==> src/rtl/sec_rtc_pkg.sv <==
package sec_rtc_pkg;
  // Fixed register slots; the groups after these follow from the byte count.
  localparam int unsigned CTRL_OFS  = 0;
  localparam int unsigned FLAG_OFS  = 1;
  localparam int unsigned STAGE_OFS = 2;
  // Bit positions decoded by software.
  localparam int RUN_BIT  = 7;
  localparam int AEN_BIT  = 1;
  localparam int FLAG_BIT = 0;
endpackage

==> src/rtl/sec_rtc_regfile.sv <==
module sec_rtc_regfile
  import sec_rtc_pkg::*;
#(
  parameter int BYTES  = 4,
  parameter int ADDR_W = 4
) (
  input  logic                 clk,
  input  logic                 rst_n,
  input  logic [ADDR_W-1:0]    addr,
  input  logic [7:0]           wdata,
  input  logic                 wr_en,
  input  logic                 rd_en,
  output logic [7:0]           rdata,
  input  logic [8*BYTES-1:0]   count_i,
  input  logic                 flag_i,
  output logic                 run_o,
  output logic                 aen_o,
  output logic                 load_o,
  output logic [8*BYTES-1:0]   load_val_o,
  output logic [8*BYTES-1:0]   alarm_val_o,
  output logic                 clr_o
);
  localparam int unsigned LIVE_OFS = STAGE_OFS + BYTES;
  localparam int unsigned AL_OFS   = LIVE_OFS + BYTES;

  logic       run_q, run_d, aen_q, aen_d;
  logic [7:0] stage_q [BYTES];
  logic [7:0] stage_d [BYTES];
  logic [7:0] alarm_q [BYTES];
  logic [7:0] alarm_d [BYTES];
  logic [7:0] rdata_q, rdata_d, rd_mux;
  logic [7:0] ctrl_byte, flag_byte;

  // next state for control, staging and alarm bytes
  always_comb begin
    run_d = run_q;
    aen_d = aen_q;
    if (wr_en && addr == ADDR_W'(CTRL_OFS)) begin
      run_d = wdata[RUN_BIT];
      aen_d = wdata[AEN_BIT];
    end
    for (int i = 0; i < BYTES; i++) begin
      stage_d[i] = stage_q[i];
      alarm_d[i] = alarm_q[i];
      if (wr_en && addr == ADDR_W'(STAGE_OFS + i)) stage_d[i] = wdata;
      if (wr_en && addr == ADDR_W'(AL_OFS + i))    alarm_d[i] = wdata;
    end
  end

  always_comb begin
    ctrl_byte = '0;
    ctrl_byte[RUN_BIT] = run_q;
    ctrl_byte[AEN_BIT] = aen_q;
    flag_byte = '0;
    flag_byte[FLAG_BIT] = flag_i;
  end

  // read selection from pre-write state
  always_comb begin
    rd_mux = '0;
    if (addr == ADDR_W'(CTRL_OFS)) rd_mux = ctrl_byte;
    if (addr == ADDR_W'(FLAG_OFS)) rd_mux = flag_byte;
    for (int i = 0; i < BYTES; i++) begin
      if (addr == ADDR_W'(STAGE_OFS + i)) rd_mux = stage_q[i];
      if (addr == ADDR_W'(LIVE_OFS + i))  rd_mux = count_i[8*i +: 8];
      if (addr == ADDR_W'(AL_OFS + i))    rd_mux = alarm_q[i];
    end
    rdata_d = rd_en ? rd_mux : rdata_q;
  end

  always_ff @(posedge clk or negedge rst_n) begin
    if (!rst_n) begin
      run_q   <= 1'b0;
      aen_q   <= 1'b0;
      rdata_q <= '0;
      for (int i = 0; i < BYTES; i++) begin
        stage_q[i] <= '0;
        alarm_q[i] <= '0;
      end
    end else begin
      run_q   <= run_d;
      aen_q   <= aen_d;
      rdata_q <= rdata_d;
      for (int i = 0; i < BYTES; i++) begin
        stage_q[i] <= stage_d[i];
        alarm_q[i] <= alarm_d[i];
      end
    end
  end

  generate
    for (genvar g = 0; g < BYTES; g++) begin : g_bytes
      assign alarm_val_o[8*g +: 8] = alarm_q[g];
      if (g == 0) begin : g_low
        assign load_val_o[7:0] = wdata;
      end else begin : g_up
        assign load_val_o[8*g +: 8] = stage_q[g];
      end
    end
  endgenerate

  assign load_o = wr_en && addr == ADDR_W'(STAGE_OFS);
  assign clr_o  = wr_en && addr == ADDR_W'(FLAG_OFS) && !wdata[FLAG_BIT];
  assign run_o  = run_q;
  assign aen_o  = aen_q;
  assign rdata  = rdata_q;


  rdata_hold_chk: assert property (@(posedge clk) disable iff (!rst_n)
    !rd_en |=> $stable(rdata));
endmodule

==> src/rtl/sec_rtc_counter.sv <==
module sec_rtc_counter #(
  parameter int W = 32
) (
  input  logic         clk,
  input  logic         rst_n,
  input  logic         tick_i,
  input  logic         run_i,
  input  logic         load_i,
  input  logic [W-1:0] load_val_i,
  input  logic [W-1:0] alarm_i,
  output logic [W-1:0] count_o,
  output logic         hit_o
);
  logic [W-1:0] cnt_q, cnt_d, cnt_inc;
  logic         step;

  assign step    = tick_i && run_i;
  assign cnt_inc = cnt_q + W'(1);

  always_comb begin
    cnt_d = cnt_q;
    if (load_i)    cnt_d = load_val_i;
    else if (step) cnt_d = cnt_inc;
  end

  always_ff @(posedge clk or negedge rst_n) begin
    if (!rst_n) cnt_q <= '0;
    else        cnt_q <= cnt_d;
  end

  // a match is taken only on a tick, never on a load
  assign hit_o   = step && !load_i && (cnt_inc == alarm_i);
  assign count_o = cnt_q;


  idle_hold_chk: assert property (@(posedge clk) disable iff (!rst_n)
    (!load_i && !step) |=> $stable(cnt_q));

  load_take_chk: assert property (@(posedge clk) disable iff (!rst_n)
    load_i |=> cnt_q == $past(load_val_i));

  wrap_zero_chk: assert property (@(posedge clk) disable iff (!rst_n)
    (step && !load_i && cnt_q == '1) |=> cnt_q == '0);
endmodule

==> src/rtl/sec_rtc_alarm.sv <==
module sec_rtc_alarm (
  input  logic clk,
  input  logic rst_n,
  input  logic hit_i,
  input  logic aen_i,
  input  logic clr_i,
  output logic flag_o,
  output logic irq_o
);
  logic flag_q, flag_d, set;

  assign set = hit_i && aen_i;

  // a new event wins over a clear in the same cycle
  always_comb begin
    flag_d = flag_q;
    if (set)        flag_d = 1'b1;
    else if (clr_i) flag_d = 1'b0;
  end

  always_ff @(posedge clk or negedge rst_n) begin
    if (!rst_n) flag_q <= 1'b0;
    else        flag_q <= flag_d;
  end

  assign flag_o = flag_q;
  assign irq_o  = flag_q && aen_i;


  flag_cause_chk: assert property (@(posedge clk) disable iff (!rst_n)
    $rose(flag_q) |-> $past(hit_i && aen_i));

  flag_sticky_chk: assert property (@(posedge clk) disable iff (!rst_n)
    (flag_q && !clr_i) |=> flag_q);

  flag_clear_chk: assert property (@(posedge clk) disable iff (!rst_n)
    (clr_i && !hit_i) |=> !flag_q);

  masked_hit_chk: assert property (@(posedge clk) disable iff (!rst_n)
    (hit_i && !aen_i && !flag_q && !clr_i) |=> !flag_q);
endmodule

==> src/rtl/sec_rtc.sv <==
module sec_rtc #(
  parameter int BYTES  = 4,
  parameter int ADDR_W = 4
) (
  input  logic              clk,
  input  logic              rst_n,
  input  logic [ADDR_W-1:0] addr,
  input  logic [7:0]        wdata,
  input  logic              wr_en,
  input  logic              rd_en,
  output logic [7:0]        rdata,
  input  logic              tick,
  output logic              alarm_irq
);
  localparam int W = 8 * BYTES;

  logic [1:0]   rst_sync;
  logic         rst_sn;
  logic         run_w, aen_w, load_w, clr_w, hit_w, flag_w;
  logic [W-1:0] count_w, load_val_w, alarm_val_w;

  // asynchronous assert, synchronous release
  always_ff @(posedge clk or negedge rst_n) begin
    if (!rst_n) rst_sync <= 2'b00;
    else        rst_sync <= {rst_sync[0], 1'b1};
  end
  assign rst_sn = rst_sync[1];

  sec_rtc_regfile #(.BYTES(BYTES), .ADDR_W(ADDR_W)) u_regs (
    .clk(clk), .rst_n(rst_sn), .addr(addr), .wdata(wdata),
    .wr_en(wr_en), .rd_en(rd_en), .rdata(rdata),
    .count_i(count_w), .flag_i(flag_w),
    .run_o(run_w), .aen_o(aen_w), .load_o(load_w),
    .load_val_o(load_val_w), .alarm_val_o(alarm_val_w), .clr_o(clr_w)
  );

  sec_rtc_counter #(.W(W)) u_cnt (
    .clk(clk), .rst_n(rst_sn), .tick_i(tick), .run_i(run_w),
    .load_i(load_w), .load_val_i(load_val_w), .alarm_i(alarm_val_w),
    .count_o(count_w), .hit_o(hit_w)
  );

  sec_rtc_alarm u_alm (
    .clk(clk), .rst_n(rst_sn), .hit_i(hit_w), .aen_i(aen_w),
    .clr_i(clr_w), .flag_o(flag_w), .irq_o(alarm_irq)
  );


  mask_drop_chk: assert property (@(posedge clk) disable iff (!rst_sn)
    $fell(aen_w) |-> !alarm_irq);

  single_rise_chk: assert property (@(posedge clk) disable iff (!rst_sn)
    $rose(alarm_irq) |-> (flag_w && aen_w));
endmodule

==> config.mk <==
export PLATFORM = sky130hd
export DESIGN_NAME = sec_rtc
export DESIGN_NICKNAME = d
export VERILOG_FILES = /design/src/rtl/sec_rtc_pkg.sv /design/src/rtl/sec_rtc_regfile.sv /design/src/rtl/sec_rtc_counter.sv /design/src/rtl/sec_rtc_alarm.sv /design/src/rtl/sec_rtc.sv
export SDC_FILE = /design/constraint.sdc
export NUM_CORES = 1
export LEC_CHECK = 0
export ABC_AREA = 1
export BUFFER_PORTS_ARGS = -buffer_cell sky130_fd_sc_hd__buf_4
export CORE_MARGIN = 2
export CORE_UTILIZATION = 45
export DETAILED_ROUTE_END_ITERATION = 16
export PLACE_DENSITY = 0.63
export REMOVE_ABC_BUFFERS = 1
export SETUP_SLACK_MARGIN = 0.2
export SYNTH_ARGS = -nofsm -noshare
export SYNTH_HDL_FRONTEND = slang
export SYNTH_SLANG_ARGS = --single-unit
==> constraint.sdc <==
create_clock -name clk -period 3.6 [get_ports clk]
set_input_delay 0.18 -clock clk [delete_from_list [all_inputs] [get_ports clk]]
set_output_delay 0.18 -clock clk [all_outputs]
set_load 0.02 [all_outputs]
==> key figures <==
Worst setup path
  • Setup CP Type: flop to flop
  • CP Cell Sequence: ha_1, nand2_1, nor2_2, nand2_1, o21ai_0, nand3b_1, nand2_1, nand3_1, nor2_1, nand3_1, nor2_1, nand4_1, o21ai_1
  • CP startpoint kind: flop
  • Worst path required time: 3.89 ns
  • Flop-to-flop setup slack: between 1 and 1.5 ns
  • Crit path arrival time: about 2.7 ns
  • Slowest library cell on the worst path: dfrtp_1
  • Worst Path Max Fanout: 6
  • Cell repeated most along the worst path: nand2_1
  • Worst Reg-to-Reg Cells: 13
  • Reg-to-Reg End: u_alm.flag_o
  • CP endpoint kind: flop
  • Critical R2R Launch: u_cnt.count_o[1]
  • Crit-path max cell delay: around 0.49 ns

Route
  • Via count: 6144
  • Vias per inst: about 5.5
  • DR pass1 iterations: 5
  • Routed wire per std cell: roughly 17 um
  • Final wirelength: 19.5 mm
  • Residual DRC count: 0
  • Iter 0 DRT Violations: between 500 and 600
  • ANT nets after route: 0

Logic synthesis
  • Cells after Synth: between 900 and 1000
  • Mapped cell area: approximately 6400 um^2
  • Largest cells by area after synthesis: dfrtp_1 42%, nand2_1 20%, o21ai_0 6.7%, inv_1 5.7%, nor2_1 4.4%
  • Synth top cells by count: 340 x nand2_1, 109 x dfrtp_1, 98 x inv_1, 86 x o21ai_0, 76 x nor2_1
  • Unique masters post-synth: 35
  • Yosys top cell area share: between 40 and 50%
  • Share of flip-flops with an asynchronous set or reset: 100%
  • Yosys top cell by area: dfrtp_1
  • Most frequent cell after synthesis: nand2_1
  • Count of state elements after synthesis: about 110
  • Seq/Total Area, Yosys: a little over two fifths
  • Post-Syn Area per Cell: 7.07 um^2
  • Main synth FF type: dfrtp_1
  • EDFF count, synth: 0
  • YS warnings: 0

Clock network
  • CTS tree: yes
  • # hold bufs at CTS: 1
  • Clock sink total: about 110
  • H-tree depth: 3
  • CTS resizes: 0
  • Clock tree buffer depth: 2
  • Postcts setup bufs: 0
  • Num CTS Buffers: 9
  • Root Buffer Master: clkbuf_16
  • CTS clk-pin slew, worst paths: 0.07 ns
  • Worst skew pair latency: 0.36 ns

STA
  • Post-route setup TNS: 0 ns
  • Tightest Pin Transition: roughly 0.92 ns
  • Fin. Hold Viols: 0
  • Setup Skew: 0.00682 ns
  • Max_slew headroom: approximately two fifths
  • Period utilization: 66.6%
  • Maximum clock rate: 417 MHz
  • RSZ-0062 raised after global routing: no
  • Final Max Tran Viols: 0
  • Minimum clock period: 2.40 ns
  • Final setup vio count: 0

Floorplan
  • Die area: roughly 15000 um^2
  • Vert. Die Dim: 124 um
  • Top-level I/O count: 26
  • Die Wd: roughly 120 um
  • Core area: 13900 um^2
  • Row cnt: 43
  • Initial Util: 46.1%

Min path
  • Worst Hold Path Cells: 3
  • Hold WC Path Type: input port to flop
  • HP Start: wdata[6]
  • Worst Hold Endpoint: u_regs.stage_q[30]

Flow run
  • Max Cap Viol: 0

Global routing
  • Initial antenna violation count: 0
  • Gr ovfl total: 0
  • Largest net degree at the start of global routing: 66
  • Grt met1 use: ~40%
  • Vias in the first global route: around 5700
  • Grt met3 use: under 10%
  • Total Routing Usage GR: a little over a quarter
  • First-pass GRT wire length: 30.9 mm
  • M2 GR Usage: between 40 and 50%
  • Gr busiest metal: met2

Pwr
  • Pwr/cell area: between 600 and 700 nW/um^2
  • Pleak: 3.35 nW
  • Peak supply drop: roughly 0.00028 V

Cells and area
  • Area grow syn2layout: 11.2%
  • Final Net Count: 954
  • Antenna diode count: 0
  • Share of cells above drive strength 1: under 10%
  • Final std cells w/o fill: roughly 1100

Placed design
  • Number of buffers added on ports: 25
  • Final Wtd Congestion: 0.958
  • Number of cells after detailed placement: 1104
  • Detailed Place HPWL: about 15 mm

Run status
  • Run status: finished clean
[state kept, by name, summed over array words and instances (netlist names)]
register	flops
rst_sync	2
u_alm.flag_o	1
u_cnt.count_o	32
u_regs.aen_o	1
u_regs.alarm_val_o	32
u_regs.load_val_o	24
u_regs.rdata	8
u_regs.run_o	1
u_regs.stage_q	8
[how the worst max path moves through the flow]
| stage | startpoint | endpoint | depth (start not counted) |
|---|---|---|---|
| after floorplan | rst_sync[1] | u_alm.flag_o | 0 |
| after global placement | u_cnt.count_o[0] | u_alm.flag_o | 15 |
| after detailed placement | u_cnt.count_o[1] | u_alm.flag_o | 17 |
| after CTS | u_cnt.count_o[1] | u_alm.flag_o | 17 |
| after global routing | u_cnt.count_o[1] | u_alm.flag_o | 17 |
| final | u_cnt.count_o[1] | u_alm.flag_o | 13 |
[stage by stage]
| step | hold slack [ns] | utilization, % | total power [W] | setup WS (ns) | instance area (um^2) |
|---|---|---|---|---|---|
| 3_5_place_dp | -0.0369 | 48.9 | 0.00335 | 1.29 | 6820 |
| 2_1_floorplan | -0.116 | - | 0.00290 | 0.339 | 6360 |
| 4_1_cts | 0.0587 | 51.3 | 0.00443 | 1.27 | 7140 |
| 6_report | 0.0634 | 51.3 | 0.00443 | 1.20 | 7140 |
| 5_1_grt | 0.0940 | 51.3 | 0.00473 | 1.00 | 7140 |
| 3_3_place_gp | -0.0371 | 48.9 | 0.00333 | 1.30 | 6820 |
[routing by layer]
layer | up-vias | part of all wire [%]
met4 | 0 | 2.8
met5 | - | 0
met2 | 183 | 45
met1 | 2933 | 47
li1 | 2990 | -
met3 | 38 | 5.4
[worst max-delay path, delay by kind of cell, from the launching register on]
family / cells / cell delay [ns]
AO/OA/AOI/OAI: 2 / 0.32
adder cells (fa/ha/maj): 1 / 0.34
flip-flops: 1 / 0.49
AND/OR/NAND/NOR: 10 / 1.17
[final cells by class]
| cell class | instances | area (um^2) |
|---|---|---|
| Inverter | 102 | 383 |
| Sequential cell | 109 | 2730 |
| Tap cell | 180 | 225 |
| Timing Repair Buffer | 32 | 243 |
| Clock buffer | 11 | 243 |
| Multi-Input combinational cell | 682 | 3250 |
| Fill cell | 1402 | 6790 |
| Clock inverter | 4 | 72.6 |
[layout by cell type (no fill, tap or decap), drive strengths merged, types with 2 or more instances in the layout]
master  netlist  routed
a21oi        21      21
buf           4      31
bufinv        0       2
clkbuf       12      11
clkinv        1       2
dfrtp       109     109
inv         101     101
nand2       349     349
nand3        47      47
nand3b        9       9
nand4        10      10
nor2         91      91
nor3          6       6
o211ai        5       5
o21ai        87      87
o221ai       26      26
o22ai         6       6
or2           3       3
xnor2         6       6
xnor3         2       2
xor2          9       9
[logic make-up after synthesis]
group | count (synthesis) | share of synthesized area [%]
compound gates | 147 | 13.4
buf+inv | 118 | 7.05
fa+ha+maj | 1 | 0.195
xor+xnor | 17 | 2.74
flops | 109 | 42.4
other cells | 1 | 0.0583
simple gates | 516 | 34.1
[power by group]
group	leakage [nW]	switching (W)	internal, W	total (W)
combinational	1.80	0.000819	0.000546	0.00137
clock	0.152	0.000452	0.000624	0.00108
sequential	1.39	0.000427	0.00156	0.00199
No activity file was read; power rests on OpenSTA's default activity.
